[src/rtl/aclink_pkg.sv]
package aclink_pkg;
  localparam int TAG_BITS   = 16;
  localparam int SLOT_BITS  = 20;
  localparam int NUM_SLOTS  = 12;
  localparam int SMP_BITS   = 16;
  localparam int IDX_BITS   = 7;
  localparam int USED_SLOTS = 4;
  localparam int PAD_BITS   = SLOT_BITS - SMP_BITS;
  localparam int ADDR_LSB   = SLOT_BITS - 1 - IDX_BITS;
  localparam int TAG_KEEP   = 1 + USED_SLOTS;
  localparam int SLOTNO_W   = $clog2(NUM_SLOTS + 1);
  localparam int BITNO_W    = $clog2(SLOT_BITS);

  typedef enum logic [1:0] {ACC_IDLE, ACC_WR, ACC_RD} acc_state_e;
endpackage

[src/rtl/aclink_frame_timer.sv]
module aclink_frame_timer
  import aclink_pkg::*;
(
  input  logic                clk,
  input  logic                rst_n,
  output logic [SLOTNO_W-1:0] slot_no,
  output logic [BITNO_W-1:0]  bit_no,
  output logic                frame_last
);
  assign frame_last = (slot_no == SLOTNO_W'(NUM_SLOTS)) && (bit_no == '0);

  always_ff @(posedge clk or negedge rst_n) begin
    if (!rst_n) begin
      slot_no <= '0;
      bit_no  <= BITNO_W'(TAG_BITS - 1);
    end else if (bit_no == '0) begin
      if (frame_last) begin
        slot_no <= '0;
        bit_no  <= BITNO_W'(TAG_BITS - 1);
      end else begin
        slot_no <= slot_no + 1'b1;
        bit_no  <= BITNO_W'(SLOT_BITS - 1);
      end
    end else begin
      bit_no <= bit_no - 1'b1;
    end
  end

  // independent gap counter guarding the frame length
  logic [7:0] gap_q;
  always_ff @(posedge clk or negedge rst_n) begin
    if (!rst_n)          gap_q <= '0;
    else if (frame_last) gap_q <= '0;
    else                 gap_q <= gap_q + 1'b1;
  end

  p_frame_len_r1: assert property (@(posedge clk) disable iff (!rst_n)
    frame_last |-> (gap_q == 8'd255));
  p_no_early_end_r1: assert property (@(posedge clk) disable iff (!rst_n)
    (gap_q != 8'd255) |-> !frame_last);
endmodule

[src/rtl/aclink_tx.sv]
module aclink_tx
  import aclink_pkg::*;
(
  input  logic                clk,
  input  logic                rst_n,
  input  logic [SLOTNO_W-1:0] slot_no,
  input  logic [BITNO_W-1:0]  bit_no,
  input  logic                frame_last,
  input  logic                pb_take,
  input  logic [SMP_BITS-1:0] pb_l,
  input  logic [SMP_BITS-1:0] pb_r,
  input  logic                acc_take,
  input  logic                acc_rd,
  input  logic [IDX_BITS-1:0] acc_idx,
  input  logic [SMP_BITS-1:0] acc_wdata,
  output logic                sync,
  output logic                sdata_out
);
  logic [TAG_BITS-1:0]  tag_q;
  logic [SLOT_BITS-1:0] word_q [USED_SLOTS];
  logic [SLOT_BITS-1:0] word_d [USED_SLOTS];
  logic [TAG_KEEP-1:0]  flags_d;

  always_comb begin
    word_d[0] = acc_take ? {acc_rd, acc_idx, {ADDR_LSB{1'b0}}} : '0;
    word_d[1] = (acc_take && !acc_rd) ? {acc_wdata, {PAD_BITS{1'b0}}} : '0;
    word_d[2] = pb_take ? {pb_l, {PAD_BITS{1'b0}}} : '0;
    word_d[3] = pb_take ? {pb_r, {PAD_BITS{1'b0}}} : '0;
    flags_d[TAG_KEEP-2:0] = {acc_take, acc_take && !acc_rd, pb_take, pb_take};
    flags_d[TAG_KEEP-1]   = |flags_d[TAG_KEEP-2:0];
  end

  for (genvar s = 0; s < USED_SLOTS; s++) begin : g_word
    always_ff @(posedge clk or negedge rst_n) begin
      if (!rst_n)          word_q[s] <= '0;
      else if (frame_last) word_q[s] <= word_d[s];
    end
  end

  always_ff @(posedge clk or negedge rst_n) begin
    if (!rst_n)          tag_q <= '0;
    else if (frame_last) tag_q <= {flags_d, {(TAG_BITS-TAG_KEEP){1'b0}}};
  end

  logic [1:0] widx;
  logic       nxt_bit;
  always_comb begin
    widx    = slot_no[1:0] - 2'd1;
    nxt_bit = 1'b0;
    if (slot_no == '0)
      nxt_bit = tag_q[bit_no[3:0]];
    else if (slot_no <= SLOTNO_W'(USED_SLOTS))
      nxt_bit = word_q[widx][bit_no];
  end

  always_ff @(posedge clk or negedge rst_n) begin
    if (!rst_n) begin
      sync      <= 1'b0;
      sdata_out <= 1'b0;
    end else begin
      sync      <= (slot_no == '0);
      sdata_out <= nxt_bit;
    end
  end

  p_quiet_slots_r2: assert property (@(posedge clk) disable iff (!rst_n)
    (slot_no > SLOTNO_W'(USED_SLOTS)) |=> !sdata_out);
endmodule

[src/rtl/aclink_rx.sv]
module aclink_rx
  import aclink_pkg::*;
(
  input  logic                clk,
  input  logic                rst_n,
  input  logic [SLOTNO_W-1:0] slot_no,
  input  logic [BITNO_W-1:0]  bit_no,
  input  logic                sdata_in,
  output logic                st_strobe,
  output logic                st_vld,
  output logic [IDX_BITS-1:0] st_idx,
  output logic [SMP_BITS-1:0] st_data,
  output logic [SMP_BITS-1:0] rec_l,
  output logic [SMP_BITS-1:0] rec_r,
  output logic                rec_l_vld,
  output logic                rec_r_vld
);
  localparam int NDATA = USED_SLOTS - 1;

  // position of the bit currently on the line
  logic [SLOTNO_W-1:0] rx_slot;
  logic [BITNO_W-1:0]  rx_bit;
  always_ff @(posedge clk or negedge rst_n) begin
    if (!rst_n) begin
      rx_slot <= '0;
      rx_bit  <= BITNO_W'(TAG_BITS - 1);
    end else begin
      rx_slot <= slot_no;
      rx_bit  <= bit_no;
    end
  end

  logic [TAG_KEEP-1:0] tag_sh;
  logic [IDX_BITS-1:0] idx_sh;
  logic [SMP_BITS-1:0] dat_sh [NDATA];

  always_ff @(negedge clk or negedge rst_n) begin
    if (!rst_n) begin
      tag_sh <= '0;
      idx_sh <= '0;
    end else begin
      if (rx_slot == '0 && rx_bit >= BITNO_W'(TAG_BITS - TAG_KEEP))
        tag_sh <= {tag_sh[TAG_KEEP-2:0], sdata_in};
      if (rx_slot == SLOTNO_W'(1) && rx_bit <= BITNO_W'(SLOT_BITS - 2)
          && rx_bit >= BITNO_W'(ADDR_LSB))
        idx_sh <= {idx_sh[IDX_BITS-2:0], sdata_in};
    end
  end

  for (genvar s = 0; s < NDATA; s++) begin : g_data
    always_ff @(negedge clk or negedge rst_n) begin
      if (!rst_n)
        dat_sh[s] <= '0;
      else if (rx_slot == SLOTNO_W'(s + 2) && rx_bit >= BITNO_W'(PAD_BITS))
        dat_sh[s] <= {dat_sh[s][SMP_BITS-2:0], sdata_in};
    end
  end

  assign st_strobe = (rx_slot == SLOTNO_W'(USED_SLOTS)) && (rx_bit == '0);
  assign st_vld    = tag_sh[TAG_KEEP-1] && tag_sh[TAG_KEEP-2];
  assign st_idx    = idx_sh;
  assign st_data   = dat_sh[0];

  always_ff @(posedge clk or negedge rst_n) begin
    if (!rst_n) begin
      rec_l     <= '0;
      rec_r     <= '0;
      rec_l_vld <= 1'b0;
      rec_r_vld <= 1'b0;
    end else begin
      rec_l_vld <= st_strobe && tag_sh[TAG_KEEP-1] && tag_sh[1];
      rec_r_vld <= st_strobe && tag_sh[TAG_KEEP-1] && tag_sh[0];
      if (st_strobe) begin
        rec_l <= dat_sh[1];
        rec_r <= dat_sh[2];
      end
    end
  end

  p_rec_pulse_r9: assert property (@(posedge clk) disable iff (!rst_n)
    rec_l_vld |=> !rec_l_vld);
endmodule

[src/rtl/aclink_access.sv]
module aclink_access
  import aclink_pkg::*;
(
  input  logic                clk,
  input  logic                rst_n,
  input  logic                frame_last,
  input  logic                req_valid,
  input  logic                req_rd,
  input  logic [IDX_BITS-1:0] req_idx,
  output logic                req_ready,
  output logic                take,
  input  logic                st_strobe,
  input  logic                st_vld,
  input  logic [IDX_BITS-1:0] st_idx,
  input  logic [SMP_BITS-1:0] st_data,
  output logic                done,
  output logic [SMP_BITS-1:0] rdata
);
  acc_state_e          state_q;
  logic [IDX_BITS-1:0] idx_q;

  assign req_ready = frame_last && (state_q == ACC_IDLE);
  assign take      = req_valid && req_ready;

  always_ff @(posedge clk or negedge rst_n) begin
    if (!rst_n) begin
      state_q <= ACC_IDLE;
      idx_q   <= '0;
      done    <= 1'b0;
      rdata   <= '0;
    end else begin
      done <= 1'b0;
      unique case (state_q)
        ACC_IDLE: if (take) begin
          state_q <= req_rd ? ACC_RD : ACC_WR;
          idx_q   <= req_idx;
        end
        ACC_WR: if (frame_last) begin
          done    <= 1'b1;
          state_q <= ACC_IDLE;
        end
        ACC_RD: if (st_strobe && st_vld && st_idx == idx_q) begin
          done    <= 1'b1;
          rdata   <= st_data;
          state_q <= ACC_IDLE;
        end
        default: state_q <= ACC_IDLE;
      endcase
    end
  end

  p_done_pulse_r6: assert property (@(posedge clk) disable iff (!rst_n)
    done |=> !done);
  p_done_not_ready_r5: assert property (@(posedge clk) disable iff (!rst_n)
    take |=> !req_ready);
endmodule

[src/rtl/aclink_frame_ctrl.sv]
module aclink_frame_ctrl
  import aclink_pkg::*;
(
  input  logic                bit_clk,
  input  logic                rst_n,
  output logic                sync,
  output logic                sdata_out,
  input  logic                sdata_in,
  input  logic                pb_valid,
  output logic                pb_ready,
  input  logic [SMP_BITS-1:0] pb_left,
  input  logic [SMP_BITS-1:0] pb_right,
  input  logic                reg_req_valid,
  output logic                reg_req_ready,
  input  logic                reg_req_rd,
  input  logic [IDX_BITS-1:0] reg_req_idx,
  input  logic [SMP_BITS-1:0] reg_req_wdata,
  output logic                reg_done,
  output logic [SMP_BITS-1:0] reg_rdata,
  output logic [SMP_BITS-1:0] rec_left,
  output logic [SMP_BITS-1:0] rec_right,
  output logic                rec_left_vld,
  output logic                rec_right_vld
);
  logic [SLOTNO_W-1:0] slot_no;
  logic [BITNO_W-1:0]  bit_no;
  logic                frame_last;
  logic                acc_take;
  logic                st_strobe, st_vld;
  logic [IDX_BITS-1:0] st_idx;
  logic [SMP_BITS-1:0] st_data;

  assign pb_ready = frame_last;

  aclink_frame_timer u_timer (
    .clk(bit_clk), .rst_n(rst_n), .slot_no(slot_no), .bit_no(bit_no),
    .frame_last(frame_last));

  aclink_access u_access (
    .clk(bit_clk), .rst_n(rst_n), .frame_last(frame_last),
    .req_valid(reg_req_valid), .req_rd(reg_req_rd), .req_idx(reg_req_idx),
    .req_ready(reg_req_ready), .take(acc_take),
    .st_strobe(st_strobe), .st_vld(st_vld), .st_idx(st_idx), .st_data(st_data),
    .done(reg_done), .rdata(reg_rdata));

  aclink_tx u_tx (
    .clk(bit_clk), .rst_n(rst_n), .slot_no(slot_no), .bit_no(bit_no),
    .frame_last(frame_last), .pb_take(pb_valid && pb_ready),
    .pb_l(pb_left), .pb_r(pb_right), .acc_take(acc_take), .acc_rd(reg_req_rd),
    .acc_idx(reg_req_idx), .acc_wdata(reg_req_wdata),
    .sync(sync), .sdata_out(sdata_out));

  aclink_rx u_rx (
    .clk(bit_clk), .rst_n(rst_n), .slot_no(slot_no), .bit_no(bit_no),
    .sdata_in(sdata_in), .st_strobe(st_strobe), .st_vld(st_vld),
    .st_idx(st_idx), .st_data(st_data), .rec_l(rec_left), .rec_r(rec_right),
    .rec_l_vld(rec_left_vld), .rec_r_vld(rec_right_vld));

  p_ready_sync_r4: assert property (@(posedge bit_clk) disable iff (!rst_n)
    pb_ready |=> !sync ##1 sync);
endmodule

[config.mk]
export PLATFORM = sky130hd
export DESIGN_NAME = aclink_frame_ctrl
export DESIGN_NICKNAME = d
export VERILOG_FILES = /design/src/rtl/aclink_pkg.sv /design/src/rtl/aclink_frame_timer.sv /design/src/rtl/aclink_tx.sv /design/src/rtl/aclink_rx.sv /design/src/rtl/aclink_access.sv /design/src/rtl/aclink_frame_ctrl.sv
export SDC_FILE = /design/constraint.sdc
export NUM_CORES = 1
export LEC_CHECK = 0
export CAP_MARGIN = 0
export CORE_ASPECT_RATIO = 0.6
export CORE_MARGIN = 2
export CORE_UTILIZATION = 54
export CTS_CLUSTER_SIZE = 12
export DETAILED_ROUTE_END_ITERATION = 8
export PLACE_DENSITY = 0.86
export RECOVER_POWER = 25
export SLEW_MARGIN = 25
export SYNTH_ARGS = -nofsm -noshare
export SYNTH_HDL_FRONTEND = slang
export SYNTH_SLANG_ARGS = --single-unit
[constraint.sdc]
create_clock -name bit_clk -period 3.1 [get_ports bit_clk]
set_input_delay 0.62 -clock bit_clk [delete_from_list [all_inputs] [get_ports bit_clk]]
set_output_delay 0.62 -clock bit_clk [all_outputs]
set_load 0.02 [all_outputs]
==> summary.txt <==
Synth
  – Number of synthesized flops with an enable pin: 0
  – Fraction of registers with async set/reset: 100.0%
  – Dominant cell type by area after synthesis: dfrtp_1
  – Compound-cell area share of the yosys netlist: 4.308%
  – Post-synthesis sequential area ratio: 60.79%
  – Synth Area per Inst: 11.73 um2
  – XOR/XNOR Fraction of Synth Area: 1.062%
  – Simple-Gate Fraction of Synth Area: 16.24%
  – Count leader, synth: nand2_1
  – Post-synthesis cell area: 8249 um2
  – Synth warnings: 0
  – Adder-Cell Fraction of Synth Area: 0.9101%
  – Flops & latches, synth: 200
  – Post-synth cell types: 46
  – Largest family of logic cells by synthesized area: simple AND/OR/NAND/NOR gates
  – Area contributors post-synth: dfrtp_1, dfrtn_1, mux2_2
  – Post-synth top area share: 40.04%
  – Commonest cells post-synth: nand2_1, dfrtp_1, mux2_2
  – Synthesized instance count: 703
  – Syn_nets: 770
  – Synth Flop Type: dfrtp_1
  – Mux cell area share after synthesis: 14.41%

Clock tree
  – CTS Hold Bufs: 0
  – Reg clk slew, reported paths: 0.07 ns
  – H-tree depth: 4
  – Bufs on Longest Clock Path: 2
  – CTS tree: built
  – Clock root cell: clkbuf_16
  – Total CTS buffers: 17
  – Clk sink count: 200
  – Clk Latency, worst-skew pair: 0.43 ns

Die
  – Die area: 16,310 um2
  – Die height: 99.74 um
  – Die W: 163.6 um
  – Initial Util: 56.04%
  – IO Pins: 116
  – Site row count: 34
  – Core ar.: 14,720 um2

Route
  – DRT antenna net count: 0
  – Aggregate routed wire length: 21,170 um
  – Starting DRC count in detailed routing: 502
  – Vias: 6,117
  – Post-DR wirelength/cell: 20.03 um
  – Drt first pass iters: 5
  – Residual DRC: 0
  – DR vias/cell: 5.787

Global route
  – GRT Util Overall: 26.81%
  – Initial antenna violation count: 0
  – Vias in the first global route: 6,533
  – First-pass GRT wire length: 33,410 um
  – Largest net degree at the start of global routing: 62
  – GRT overflow: 0

Placed design
  – Dpl ws: -0.1741 ns
  – Hpwl dp: 13,380 um
  – GPL Wtd Cong: 0.8658
  – I/O Buffers: 115

Finish
  – Area of the multi-input gates: 3354 um2
  – Layout cells sized above 1: 21.77%
  – NumNets Final: 913
  – ANT cells: 0
  – Fillers: 911
  – Final Util: 74.07%
  – FF+latch area: 5016 um2
  – Area Overhead vs Synth: 32.17%

Worst setup path
  – Start point of the critical path: u_rx.rx_bit[2]$_DFF_PN1_
  – Arrival time worst endpoint: 2.04 ns
  – Setup crit end kind: flop
  – Crit path max fanout: 4
  – Worst r2r src: u_rx.rx_bit[2]$_DFF_PN1_
  – Crit start category: flop
  – Critical Path RT: 1.79 ns
  – CP Class: reg2reg

Timing
  – Slew margin rel.: -19.78%
  – Pins Over Slew Limit: 36
  – Worst Tran Pin Value: 1.797 ns
  – Setup violations, final: 78
  – Hold slack: 0.09205 ns
  – Skew final: 0.03372 ns
  – Endpoints failing hold: 0
  – Setup_tns: -11.35 ns
  – Setup ws final: -0.2436 ns
  – RSZ-0062 raised after global routing: true

Worst hold path
  – Worst hold path class: in2async

Flow run
  – Max Cap Viol: 1

Outcome
  – Violated checks: capacitance limit, slew limit, setup timing
  – Status: complete, but fails checks

Power and ir drop
  – P_leak: 5.207 nW
  – Final Power: 0.005295 W
  – Max IR drop VDD: 0.3068 mV
  – Power Dens Cells: 485.6 nW/um2
## worst max-delay path: stages, from the launching register on
cell     delay (ns)
dfstp_2        0.58
a21o_1         0.16
a21oi_2        0.09
nor4b_4        0.24
buf_4          0.21
mux2_4         0.33
## stage by stage
stage / cell area, um2 / cells
3_3_place_gp: 9962 / 1015
3_5_place_dp: 9962 / 1015
5_1_grt: 10900 / 1057
4_1_cts: 10780 / 1053
6_report: 10900 / 1057
2_1_floorplan: 8402 / 703
## logic make-up (layout without fill, tap and decap cells)
group,Yosys count,after routing
buffers and inverters,45,201
DFF,200,200
and+or+nand+nor,300,300
adders and majority gates,6,6
muxes,94,94
xor gates and xnor gates,10,10
AOI/OAI and AO/OA,48,48
## cells in the final DEF (no fill, tap or decap), types with 6 or more instances in the layout
master / n
a21oi_1: 6
a22o_1: 20
and3_1: 6
buf_4: 25
clkbuf_1: 8
clkbuf_16: 22
clkdlybuf4s50_1: 113
dfrtn_1: 60
dfrtp_1: 131
dfstp_2: 6
inv_1: 8
mux2_2: 19
mux2_4: 59
mux4_2: 12
nand2_1: 211
nand3_1: 35
nand4_1: 6
nor2_1: 10
o21ai_0: 7
xnor2_1: 9
## flip-flops by register name, summed over array words and instances (netlist names), 7 cells and up
name	cells
u_access.idx_q	7
u_access.rdata	16
u_rx.dat_sh	32
u_rx.rec_l	16
u_rx.rec_r	16
u_rx.st_data	16
u_rx.st_idx	7
u_tx.word_q	56
## where the power goes
| part | total (W) | internal, W | switching, W |
|---|---|---|---|
| combinational | 0.000194 | 0.000107 | 0.0000866 |
| sequential | 0.00266 | 0.00264 | 0.0000200 |
| clock | 0.00245 | 0.00141 | 0.00104 |
| total | 0.00529 | 0.00415 | 0.00115 |
## routing by layer
metal	GRT usage [%]	share of wire, %	vias to the layer above
li1	-	-	2687
met1	35.78	42	3093
met2	42.58	47	291
met3	7.923	8.2	46
met4	9.312	2.3	0
met5	0	0	-
## layout make-up
type	instances	share of cell area (%)
clock inverter	11	1.297
clock buffer	21	4.820
tap	198	2.272
multi-input combinational	458	30.77
timing repair buffer	160	14.53
sequential	200	46.01
inverter	9	0.3098
## final timing paths
| kind | cells after the start | endpoint | slack, ns |
|---|---|---|---|
| setup / recovery | 5 | u_rx.tag_sh[3]$_DFFE_NN0P_ | -0.24 |
| hold / removal | 1 | u_access.rdata[0]$_DFFE_PN0P_ | 0.09 |
| setup reg to reg | 5 | u_rx.tag_sh[3]$_DFFE_NN0P_ | -0.24 |
| hold reg to reg | 1 | u_rx.st_data[15]$_DFFE_NN0P_ | 0.46 |
| max in group asynchronous | 2 | u_rx.dat_sh[5]$_DFFE_NN0P_ | 0.23 |
| min in group bit_clk | 1 | u_rx.st_data[15]$_DFFE_NN0P_ | 0.46 |
## repair_timing
action                                  CTS  global route
endpoints found under the setup margin   67            81
endpoints found under the hold margin     0             0
gates cloned                              1             1
pin swaps                                 6             6
resized for setup                        21            31
setup buffers                             5             3
Note: power is estimated with default switching activity, not from simulation.
